### src/rtl/fb_pixel_scanner.sv
module fb_pixel_scanner #(
  parameter int ROWS   = 256,
  parameter int COLS   = 512,
  parameter int WORD_W = 16,
  parameter int ADDR_W = 13,
  localparam int ROW_W = $clog2(ROWS),
  localparam int COL_W = $clog2(COLS)
) (
  input  logic              clk,
  input  logic              rst,
  input  logic              en,
  output logic [ADDR_W-1:0] mem_addr,
  input  logic [WORD_W-1:0] mem_rdata,
  output logic              pix_valid,
  output logic              pix_bit,
  output logic [ROW_W-1:0]  pix_row,
  output logic [COL_W-1:0]  pix_col,
  output logic              frame_start,
  output logic              line_start
);
  localparam int BIT_W = $clog2(WORD_W);
  localparam int WPR   = COLS / WORD_W;

  logic [ROW_W-1:0]  row_q;
  logic [COL_W-1:0]  col_q;
  logic [WORD_W-1:0] sreg_q;

  wire group_head = (col_q[BIT_W-1:0] == '0);
  wire last_col   = (col_q == COL_W'(COLS - 1));
  wire last_row   = (row_q == ROW_W'(ROWS - 1));
  wire [WORD_W-1:0] word = group_head ? mem_rdata : sreg_q;

  // The first bit of a group comes straight from memory; the rest from the shifter.
  assign mem_addr = ADDR_W'(int'(row_q) * WPR + int'(col_q >> BIT_W));

  always_ff @(posedge clk) begin
    if (rst) begin
      row_q       <= '0;
      col_q       <= '0;
      sreg_q      <= '0;
      pix_valid   <= 1'b0;
      pix_bit     <= 1'b0;
      pix_row     <= '0;
      pix_col     <= '0;
      frame_start <= 1'b0;
      line_start  <= 1'b0;
    end else begin
      pix_valid   <= en;
      frame_start <= en && (row_q == '0) && (col_q == '0);
      line_start  <= en && (col_q == '0);
      if (en) begin
        pix_bit <= word[0];
        pix_row <= row_q;
        pix_col <= col_q;
        sreg_q  <= word >> 1;
        col_q   <= last_col ? '0 : col_q + 1'b1;
        if (last_col)
          row_q <= last_row ? '0 : row_q + 1'b1;
      end
    end
  end
endmodule

### config.mk
export PLATFORM = sky130hd
export DESIGN_NAME = fb_pixel_scanner
export DESIGN_NICKNAME = d
export VERILOG_FILES = /design/src/rtl/fb_pixel_scanner.sv
export SDC_FILE = /design/constraint.sdc
export NUM_CORES = 1
export LEC_CHECK = 0
export ABC_AREA = 0
export ABC_CLOCK_PERIOD_IN_PS = 2800
export BUFFER_PORTS_ARGS = -buffer_cell sky130_fd_sc_hd__buf_2
export CORE_ASPECT_RATIO = 2
export CORE_MARGIN = 2
export CORE_UTILIZATION = 53
export CTS_CLUSTER_SIZE = 14
export DETAILED_ROUTE_END_ITERATION = 16
export PLACE_DENSITY = 0.86
export SYNTH_ARGS = -nofsm -noshare
export SYNTH_HDL_FRONTEND = slang
export SYNTH_SLANG_ARGS = --single-unit
### constraint.sdc
create_clock -name clk -period 2.8 [get_ports clk]
set_clock_uncertainty 0.15 [all_clocks]
set_input_delay 0.28 -clock clk [delete_from_list [all_inputs] [get_ports clk]]
set_output_delay 0.28 -clock clk [all_outputs]
set_load 0.01 [all_outputs]
==> results of run 1 <==
metal layers:
metal | vias up | GRT usage (%)
met4 | 0 | 11.6
met2 | 56 | 32.5
met1 | 845 | 24.0
met3 | 9 | 3.69
li1 | 938 | -
met5 | - | 0
through the flow:
stage                     worst slack (ns)  power (mW)  std cells
after global placement               0.686       0.954        334
after CTS                            0.549        1.49        342
after detailed placement             0.590       0.957        334
after global routing                 0.347        1.53        342
after floorplan                      0.826       0.928        246
final                                0.540        1.47        342
cell usage after synthesis (all sizes together) (3+ instances only):
library cell / count / area share (%)
dfxtp: 53 / 46
nor2: 41 / 6.7
mux2i: 34 / 15
a211oi: 15 / 4.9
buf: 15 / 4.8
a21oi: 11 / 2.4
nand2: 11 / 1.8
inv: 7 / 1.1
nand3: 7 / 1.5
clkbuf: 6 / 0.98
ha: 6 / 3.3
nand4: 6 / 1.6
o21ai: 6 / 1.3
or3: 6 / 1.6
xor2: 3 / 1.1
placed cells by master (no fill, tap or decap), types with 2 or more instances in the layout:
master	count
nand2_1	11
buf_2	52
a211oi_1	15
ha_1	6
mux2i_1	34
or3_1	6
a21oi_1	11
clkbuf_8	6
inv_1	6
buf_4	2
nand3_1	7
o211ai_1	2
nor2_1	41
xor2_1	3
o21ai_0	6
nand4_1	6
dfxtp_1	53
or4_1	2
nand2b_1	2
state kept, by name, indices dropped and copies added (netlist names), 8 cells and up:
signal   flops
sreg_q      15
col_q        9
pix_col      9
pix_row      8
row_q        8
power by group:
part	switching [mW]	internal (mW)	total [mW]	leakage [nW]
registers	0.0167	0.780	0.797	0.432
clock network	0.240	0.291	0.531	0.0574
logic	0.0743	0.0674	0.142	0.724
cells by family after synthesis:
kind of cell,count (synthesis)
AOI/OAI and AO/OA,37
xor gates and xnor gates,4
DFF,53
and+or+nand+nor,84
buffers and inverters,28
adders and majority gates,6
muxes,34
critical path, delay by kind of cell (launching register included):
kind | cells | cell delay (ns)
compound gates | 1 | 0.17
fa+ha+maj | 2 | 0.53
flops | 1 | 0.41
simple gates | 4 | 0.94
worst paths after layout:
path,startpoint,endpoint,slack [ns],cells past startpoint
max,col_q[1]$_SDFFE_PP0P_,row_q[7]$_SDFFE_PP0P_,0.54,7
min,mem_rdata[15],sreg_q[14]$_SDFFE_PP0P_,0.11,3
max reg2reg,col_q[1]$_SDFFE_PP0P_,row_q[7]$_SDFFE_PP0P_,0.54,7
min reg2reg,pix_bit$_SDFFE_PP0P_,pix_bit$_SDFFE_PP0P_,0.34,2
cell type report:
type / count / area [sq um] / share of cell area, %
clock buffer: 6 / 82.6 / 3.11
inverter: 7 / 26.3 / 0.989
timing repair buffer: 55 / 295 / 11.1
multi-input combinational: 165 / 1090 / 40.9
clock inverter: 2 / 37.5 / 1.41
sequential: 53 / 1060 / 39.9
tap: 54 / 67.6 / 2.54
==> out/metrics.csv, run 1 <==
metric,value,unit
"Remaining Overflow, GRT",0,
Synthesized Nets,271,
mux cell area share after synthesis,14.8,%
First-pass DRT Iterations,4,
# DRC,0,
area delta synth->final,15.1,%
Root Buffer,clkbuf_8,
YS warnings,0,
Synth Cell Area,2310,sq um
Max Cap Viol,0,
DR top layer,met4,
via count,1848,
number of fillers in the final layout,365,
final-report hold violation count,0,
Final Setup Violations,0,
WL/cell,13.2,microns
Main synth FF type,dfxtp_1,
placed inst area,2540,sq um
first-pass GRT wire length,7.79,mm
"FFs w/ async S/R, synth",0,%
Slowest Stage Delay on Critical Path,0.46,ns
initial antenna violation count,0,
met1 wire length,1.95,mm
CP dominant cell by count,ha_1,
endpoint type of the worst setup path,flip-flop,
post-synthesis compound-gate area fraction,10.2,%
"Core Util, Final",62.4,%
final layout net count,312,
crit-path cells,"ha_1, nand3_1, nor2_1, ha_1, nand4_1, or4_1, a31oi_1",
hold_buf cts,0,
post-synthesis xor/xnor area fraction,1.52,%
"FF+latch count, synth",53,
metal3 WL,217,microns
Initial Utilization,54.2,%
slowest stage cell on the critical path,or4_1,
Clock Path Buffers,2,
Post-Synth Adder-Cell Area,3.25,%
cts repair resizes,0,
"Reg clk slew, reported paths",0.10,ns
simple-gate share of the synthesized area,17.4,%
die area,4930,sq um
CTS Buf Count,5,
Core Footprint,4250,sq um
CTS sink count,53,
Crit Path Max Fanout,6,
Slew Limit Fails,0,
GRT Total Usage,20.0,%
crit path DAT,2.35,ns
Met2 Wirelength,2.24,mm
Post-synth EDFFs,0,
post-CTS setup buffers,0,
RSZ-0062 raised after global routing,false,
Worst-Margin Slew,0.526,ns
status,"finished, final reports clean",
io pins,53,
final wirelength,4.53,mm
drt via density,5.40,
design area,2660,sq um
ant diodes,0,
CTS HTree Levels,2,
min Tclk post-route,2.26,ns
Die Ht,97.3,microns
Mean Syn Cell Area,9.38,sq um
critical path type,flip-flop to flip-flop,
Critical Path Start Type,flip-flop,
vias in the first global route,1775,
layout cells sized above 1,22.6,%
Yosys cell types,36,
PortBufs,52,
CTS tree,done,
DR iter-0 viols,42,
"Clk Latency, worst-skew pair",0.31,ns
DP HPWL,3.21,mm
row count,34,
worst hold margin,0.112,ns
Max Clk Rate,442,MHz
setup_tns,0,ns
Die X,50.7,microns
CP required,2.89,ns
relative slew slack,64.9,%
fin crit share,80.7,%
Leakage,1.21,nW
maximum vdd drop,0.384,mV
Placer Congestion,0.892,
"Seq/Total Area, Yosys",46.0,%
power per standard cell area,553,nW/um^2
Antenna Nets Post-Route,0,
largest family of logic cells by synthesized area,simple AND/OR/NAND/NOR gates,
largest net degree at the start of global routing,47,
Cells after Synth,246,
worst hold path type,input port to flip-flop,
Power figures use the tool's default switching activity.
==> inputs of run 2 (changes only) <==
ABC_AREA = 1   (was 0)
ABC_CLOCK_PERIOD_IN_PS = 1910   (was 2800)
CORE_UTILIZATION = 48   (was 53)
PLACE_DENSITY = 0.82   (was 0.86)
clock period = 1.91 ns   (was 2.8 ns; I/O delays follow)
==> out/metrics.csv, run 2 <==
metric,value,unit,change
Max Cap Viol,0,,unchanged
CTS HTree Levels,2,,unchanged
post-synthesis compound-gate area fraction,18.6,%,+8.4 points
Largest regs,"sreg_q (15), col_q (9), pix_col (9)",,
simple-gate share of the synthesized area,22.6,%,+5.3 points
final layout net count,391,,+25%
number of fillers in the final layout,395,,+8.2%
Mean Syn Cell Area,7.62,sq um,-19%
largest net degree at the start of global routing,34,,-28%
YS warnings,0,,unchanged
DR iter-0 viols,49,,+17%
Synth Cell Area,2260,sq um,-2.2%
Multi-input gate area,1080,sq um,-0.81%
post-synthesis xor/xnor area fraction,0,%,-1.5 points
largest family of logic cells by synthesized area,simple AND/OR/NAND/NOR gates,,
Leakage,1.32,nW,+9.1%
area delta synth->final,29.6,%,
"FFs w/ async S/R, synth",0,%,unchanged
relative slew slack,78.2,%,+13 points
critical path type,flip-flop to flip-flop,,
cell with the most instances after synthesis,nand2_1,,
layout cells sized above 1,25.6,%,+3.0 points
Antenna Nets Post-Route,0,,unchanged
Die X,52.5,microns,+3.6%
CTS tree,done,,
Main synth FF type,dfxtp_1,,
Cells after Synth,296,,+20%
min Tclk post-route,1.76,ns,-0.497 ns
"Core Util, Final",64.2,%,+1.8 points
Die Ht,101,microns,+3.7%
Placer Congestion,0.960,,+7.6%
Clock Path Buffers,2,,unchanged
Pwr Total,2.20,mW,+50%
die area,5300,sq um,+7.5%
placed insts,396,,+19%
setup_tns,0,ns,unchanged
io pins,53,,unchanged
"leading cell type in the layout, fill and taps excluded",nand2_1,,
worst hold path type,input port to flip-flop,,
WL/cell,13.3,microns,+0.18%
Yosys cell types,26,,-28%
Root Buffer,clkbuf_8,,
"FF+latch count, synth",53,,unchanged
RSZ-0062 raised after global routing,false,,
fin crit share,92.3,%,+12 points
final wirelength,5.60,mm,+24%
vias in the first global route,2089,,+18%
via count,2212,,+20%
endpoint type of the worst setup path,flip-flop,,
Post-Synth Adder-Cell Area,3.33,%,+0.074 points
First-pass DRT Iterations,4,,unchanged
"commonest non-fill, non-tap cells in the layout","nand2_1, buf_2, dfxtp_1, o21ai_0, a21oi_1",,
Crit Path Max Fanout,5,,-1
Synth top area share,47.0,%,+1.0 points
CTS Buf Count,5,,unchanged
DP HPWL,3.79,mm,+18%
PortBufs,52,,unchanged
Final Setup Violations,0,,unchanged
Synthesized Nets,321,,+18%
Core Footprint,4550,sq um,+7.1%
maximum vdd drop,0.532,mV,+39%
Largest register FFs,15,,unchanged
"Seq/Total Area, Yosys",47.0,%,+1.0 points
# DRC,0,,unchanged
crit path DAT,1.87,ns,-0.48 ns
"area leader, netlist",dfxtp_1,,
Post-synth EDFFs,0,,unchanged
mux cell area share after synthesis,0,%,-15 points
Synth area leaders,"dfxtp_1, nand2_1, o21ai_0",,
"Remaining Overflow, GRT",0,,unchanged
ant diodes,0,,unchanged
CP required,2.02,ns,-0.87 ns
Worst-Margin Slew,0.327,ns,-0.199 ns
drt via density,5.24,,-3.0%
CTS sink count,53,,unchanged
power per standard cell area,752,nW/um^2,+36%
Reg with most FFs,sreg_q,,
Slew Limit Fails,0,,unchanged
initial antenna violation count,0,,unchanged
"Reg clk slew, reported paths",0.10,ns,about the same
GRT Total Usage,22.5,%,+2.4 points
status,"finished, final reports clean",,
Initial Utilization,49.5,%,-4.7 points
final non-filler cell total,422,,+23%
Sequential Area,1060,sq um,+0.24%
Synth top cells by count,"nand2_1, dfxtp_1, o21ai_0",,
Max Clk Rate,567,MHz,+28%
Critical Path Start Type,flip-flop,,
row count,35,,+2.9%
first-pass GRT wire length,9.07,mm,+16%
"Clk Latency, worst-skew pair",0.31,ns,about the same
final-report hold violation count,0,,unchanged
run 2: changes by cell type in the layout (fill, tap and decap cells not counted), sizes merged, moves of 11 or more:
cell | previous run | this run
inv | 7 | 20
nor2 | 41 | 28
a31oi | 1 | 16
buf | 55 | 66
mux2i | 34 | 0
o21ai | 6 | 33
dlygate4sd3 | 0 | 16
nand2 | 11 | 77
a211oi | 15 | 2
a21oi | 11 | 25
run 2: path summary, 6_finish.rpt:
check	start	to	slack [ns]	depth (start not counted)
max	col_q[1]$_SDFFE_PP0P_	row_q[7]$_SDFFE_PP0P_	0.15	10
max reg2reg	col_q[1]$_SDFFE_PP0P_	row_q[7]$_SDFFE_PP0P_	0.15	10
min reg2reg	pix_col[4]$_SDFFE_PP0P_	pix_col[4]$_SDFFE_PP0P_	0.32	2
min	rst	sreg_q[14]$_SDFFE_PP0P_	0.06	2
run 2: where the power goes:
group	switching, mW	leakage (nW)	internal [mW]
sequential	0.0255	0.435	1.16
combinational	0.148	0.834	0.108
clock	0.367	0.0554	0.394
total	0.541	1.32	1.66
run 2: layout make-up:
type                       instances  share of cell area, %
clock inverter                     2                   1.33
sequential                        53                   36.4
clock buffer                       6                   2.48
tap                               55                   2.35
timing repair buffer              82                   18.0
multi-input combinational        204                   36.8
inverter                          20                   2.65
run 2: worst max-delay path: stages, from the launching register on:
cell and delay (ns):
dfxtp_2 0.37, ha_4 0.13, nand3_2 0.09, nor3_4 0.25, ha_4 0.20, nand3_4 0.10
nor2_4 0.17, nand2_1 0.07, nand2_1 0.06, nand2_1 0.05, nor2_1 0.07
run 2: what timing repair did:
action                                 CTS  global route
gates resized for setup                  2            13
pin swaps                                0             4
setup endpoints to repair                6            10
hold buffers                            16             0
endpoints found under the hold margin   16             0
setup buffers                            0             2
run 2: kinds of logic (layout without fill, tap and decap cells):
logic type | Yosys count | after routing
and+or+nand+nor | 121 | 121
AOI/OAI and AO/OA | 77 | 77
DFF | 53 | 53
buffers and inverters | 39 | 110
adders and majority gates | 6 | 6
run 2: per-layer routing:
metal  GRT usage (%)  wire length, microns
met4            10.8                   114
met3            3.71                   247
met2            41.2                  3130
met5               0                     0
met1            23.5                  2100
run 2: per-stage QoR:
stage	instance area, sq um	worst slack [ns]	hold WS (ns)
after floorplan	2260	0.130	0.191
after global placement	2560	0.100	0.301
after detailed placement	2560	-0.0801	0.305
after CTS	2850	0.0459	0.0798
after global routing	2920	0.00210	0.0685
final	2920	0.147	0.0605
==> inputs of run 3 (changes only) <==
PLACE_DENSITY = 0.79   (was 0.82)
==> out/metrics.csv, run 3 (synthesis gave the netlist of run 2 again) <==
metric,value,unit,change
Antenna Nets Post-Route,0,,unchanged
slowest stage cell on the critical path,dfxtp_2,,
worst r2r path cells,9,,-1
worst hold path type,input port to flip-flop,,
final layout net count,389,,-0.51%
Root Buffer,clkbuf_8,,
RSZ-0062 raised after global routing,true,,
io pins,53,,unchanged
Clock Path Buffers,2,,unchanged
crit path DAT,1.95,ns,+0.08 ns
"Clk Latency, worst-skew pair",0.30,ns,about the same
Worst-Margin Slew,0.538,ns,+0.211 ns
placed inst area,2560,sq um,-0.29%
crit-path cells,"ha_4, nand3_4, nor3_4, ha_4, nand3_4, buf_4, o21ai_0, nand2_1, nor2_1",,
Largest register FFs,15,,unchanged
CTS tree,done,,
critical path launch point,col_q[1]$_SDFFE_PP0P_,,
Core Footprint,4550,sq um,unchanged
critical path type,flip-flop to flip-flop,,
final-report hold violation count,0,,unchanged
Max Clk Rate,542,MHz,-4.4%
Max Cap Viol,0,,unchanged
die area,5300,sq um,unchanged
Slowest Stage Delay on Critical Path,0.36,ns,about the same
Crit Path Max Fanout,3,,-2
final wirelength,5.56,mm,-0.57%
DR iter-0 viols,27,,-45%
ant diodes,0,,unchanged
final non-filler cell total,419,,-0.71%
design area,2880,sq um,-1.5%
GRT Total Usage,22.5,%,about the same
drt via density,5.22,,-0.47%
"commonest non-fill, non-tap cells in the layout","nand2_1, buf_2, dfxtp_1, o21ai_0, a21oi_1",,
CTS sink count,53,,unchanged
Reg with most FFs,sreg_q,,
Die X,52.5,microns,unchanged
Largest regs,"sreg_q (15), col_q (9), pix_col (9)",,
# DRC,0,,unchanged
number of fillers in the final layout,437,,+11%
fin crit share,96.6,%,+4.3 points
placed insts,395,,-0.25%
endpoint type of the worst setup path,flip-flop,,
relative slew slack,64.1,%,-14 points
area delta synth->final,27.6,%,
first-pass GRT wire length,9.09,mm,+0.23%
largest net degree at the start of global routing,36,,+5.9%
CTS Buf Count,5,,unchanged
Initial Utilization,49.5,%,unchanged
First-pass DRT Iterations,4,,unchanged
maximum vdd drop,0.685,mV,+29%
CP required,2.01,ns,about the same
WL/cell,13.3,microns,+0.14%
"Remaining Overflow, GRT",0,,unchanged
initial antenna violation count,0,,unchanged
HP Start,mem_rdata[1],,
status,"finished, final reports clean",,
layout cells sized above 1,25.3,%,-0.34 points
Final Setup Violations,0,,unchanged
Slew Limit Fails,0,,unchanged
min Tclk post-route,1.84,ns,+0.0820 ns
Leakage,1.29,nW,-2.6%
worst r2r src,col_q[1]$_SDFFE_PP0P_,,
power per standard cell area,720,nW/um^2,-4.2%
vias in the first global route,2193,,+5.0%
DP HPWL,3.76,mm,-0.64%
PortBufs,52,,unchanged
"leading cell type in the layout, fill and taps excluded",nand2_1,,
row count,35,,unchanged
Critical Path Start Type,flip-flop,,
Placer Congestion,0.891,,-7.2%
hold path depth,3,,+1
"Reg clk slew, reported paths",0.09,ns,about the same
via count,2186,,-1.2%
Die Ht,101,microns,unchanged
CTS HTree Levels,2,,unchanged
==> run 3: layout make-up <==
| cell class | instances | area [sq um] | share of cell area [%] |
|---|---|---|---|
| clock buffers | 7 | 86.3 | 3.00 |
| inverters | 20 | 77.6 | 2.69 |
| multi-input cells | 204 | 1070 | 37.3 |
| flip-flops and latches | 53 | 1060 | 36.9 |
| well taps | 55 | 68.8 | 2.39 |
| repair buffers | 80 | 508 | 17.6 |
==> run 3: worst max-delay path, delay by kind of cell, from the launching register on <==
family | cells | cell delay (ns)
and+or+nand+nor | 5 | 0.59
buffers and inverters | 1 | 0.18
AOI/OAI and AO/OA | 1 | 0.16
adders and majority gates | 2 | 0.35
DFF | 1 | 0.36
==> run 3: final timing paths <==
kind / endpoint / slack [ns]
setup / recovery: row_q[3]$_SDFFE_PP0P_ / 0.07
hold / removal: sreg_q[0]$_SDFFE_PP0P_ / 0.001
setup reg to reg: row_q[3]$_SDFFE_PP0P_ / 0.07
hold reg to reg: pix_col[4]$_SDFFE_PP0P_ / 0.32
==> run 3: power by group <==
| part | leakage [nW] | total [mW] | internal (mW) | switching, mW |
|---|---|---|---|---|
| registers | 0.435 | 1.18 | 1.16 | 0.0257 |
| logic | 0.811 | 0.258 | 0.107 | 0.151 |
| clock network | 0.0443 | 0.633 | 0.288 | 0.345 |
==> run 3: per-layer routing <==
| metal | routed length (microns) | track usage [%] | share of wire, % | up-vias |
|---|---|---|---|---|
| met2 | 3210 | 41.8 | 58 | 56 |
| met3 | 179 | 4.45 | 3.2 | 12 |
| met1 | 2030 | 21.6 | 36 | 1011 |
| li1 | - | - | - | 1107 |
| met4 | 142 | 12.6 | 2.6 | 0 |
| met5 | 0 | 0 | 0 | - |
==> run 3: stage by stage <==
| step | hold slack (ns) | TNS, ns | util [%] | setup slack, ns | power (mW) |
|---|---|---|---|---|---|
| finish | 0.00111 | 0 | 63.2 | 0.0654 | 2.07 |
| global route | 0.0159 | -0.149 | 63.2 | -0.0306 | 2.15 |
| global placement | 0.301 | 0 | 56.1 | 0.0735 | 1.43 |
| CTS | 0.00608 | 0 | 61.5 | 0.0653 | 2.07 |
| floorplan | 0.191 | 0 | - | 0.130 | 1.36 |
| detailed placement | 0.306 | 0 | 56.1 | 0.00366 | 1.43 |
==> run 3: repair_timing <==
item,in CTS,in global routing
buffers inserted,0,2
hold buffers,15,0
pin swaps,0,6
setup endpoints to repair,5,10
hold endpoints to repair,15,0
gates cloned,0,0
gates resized for setup,2,13
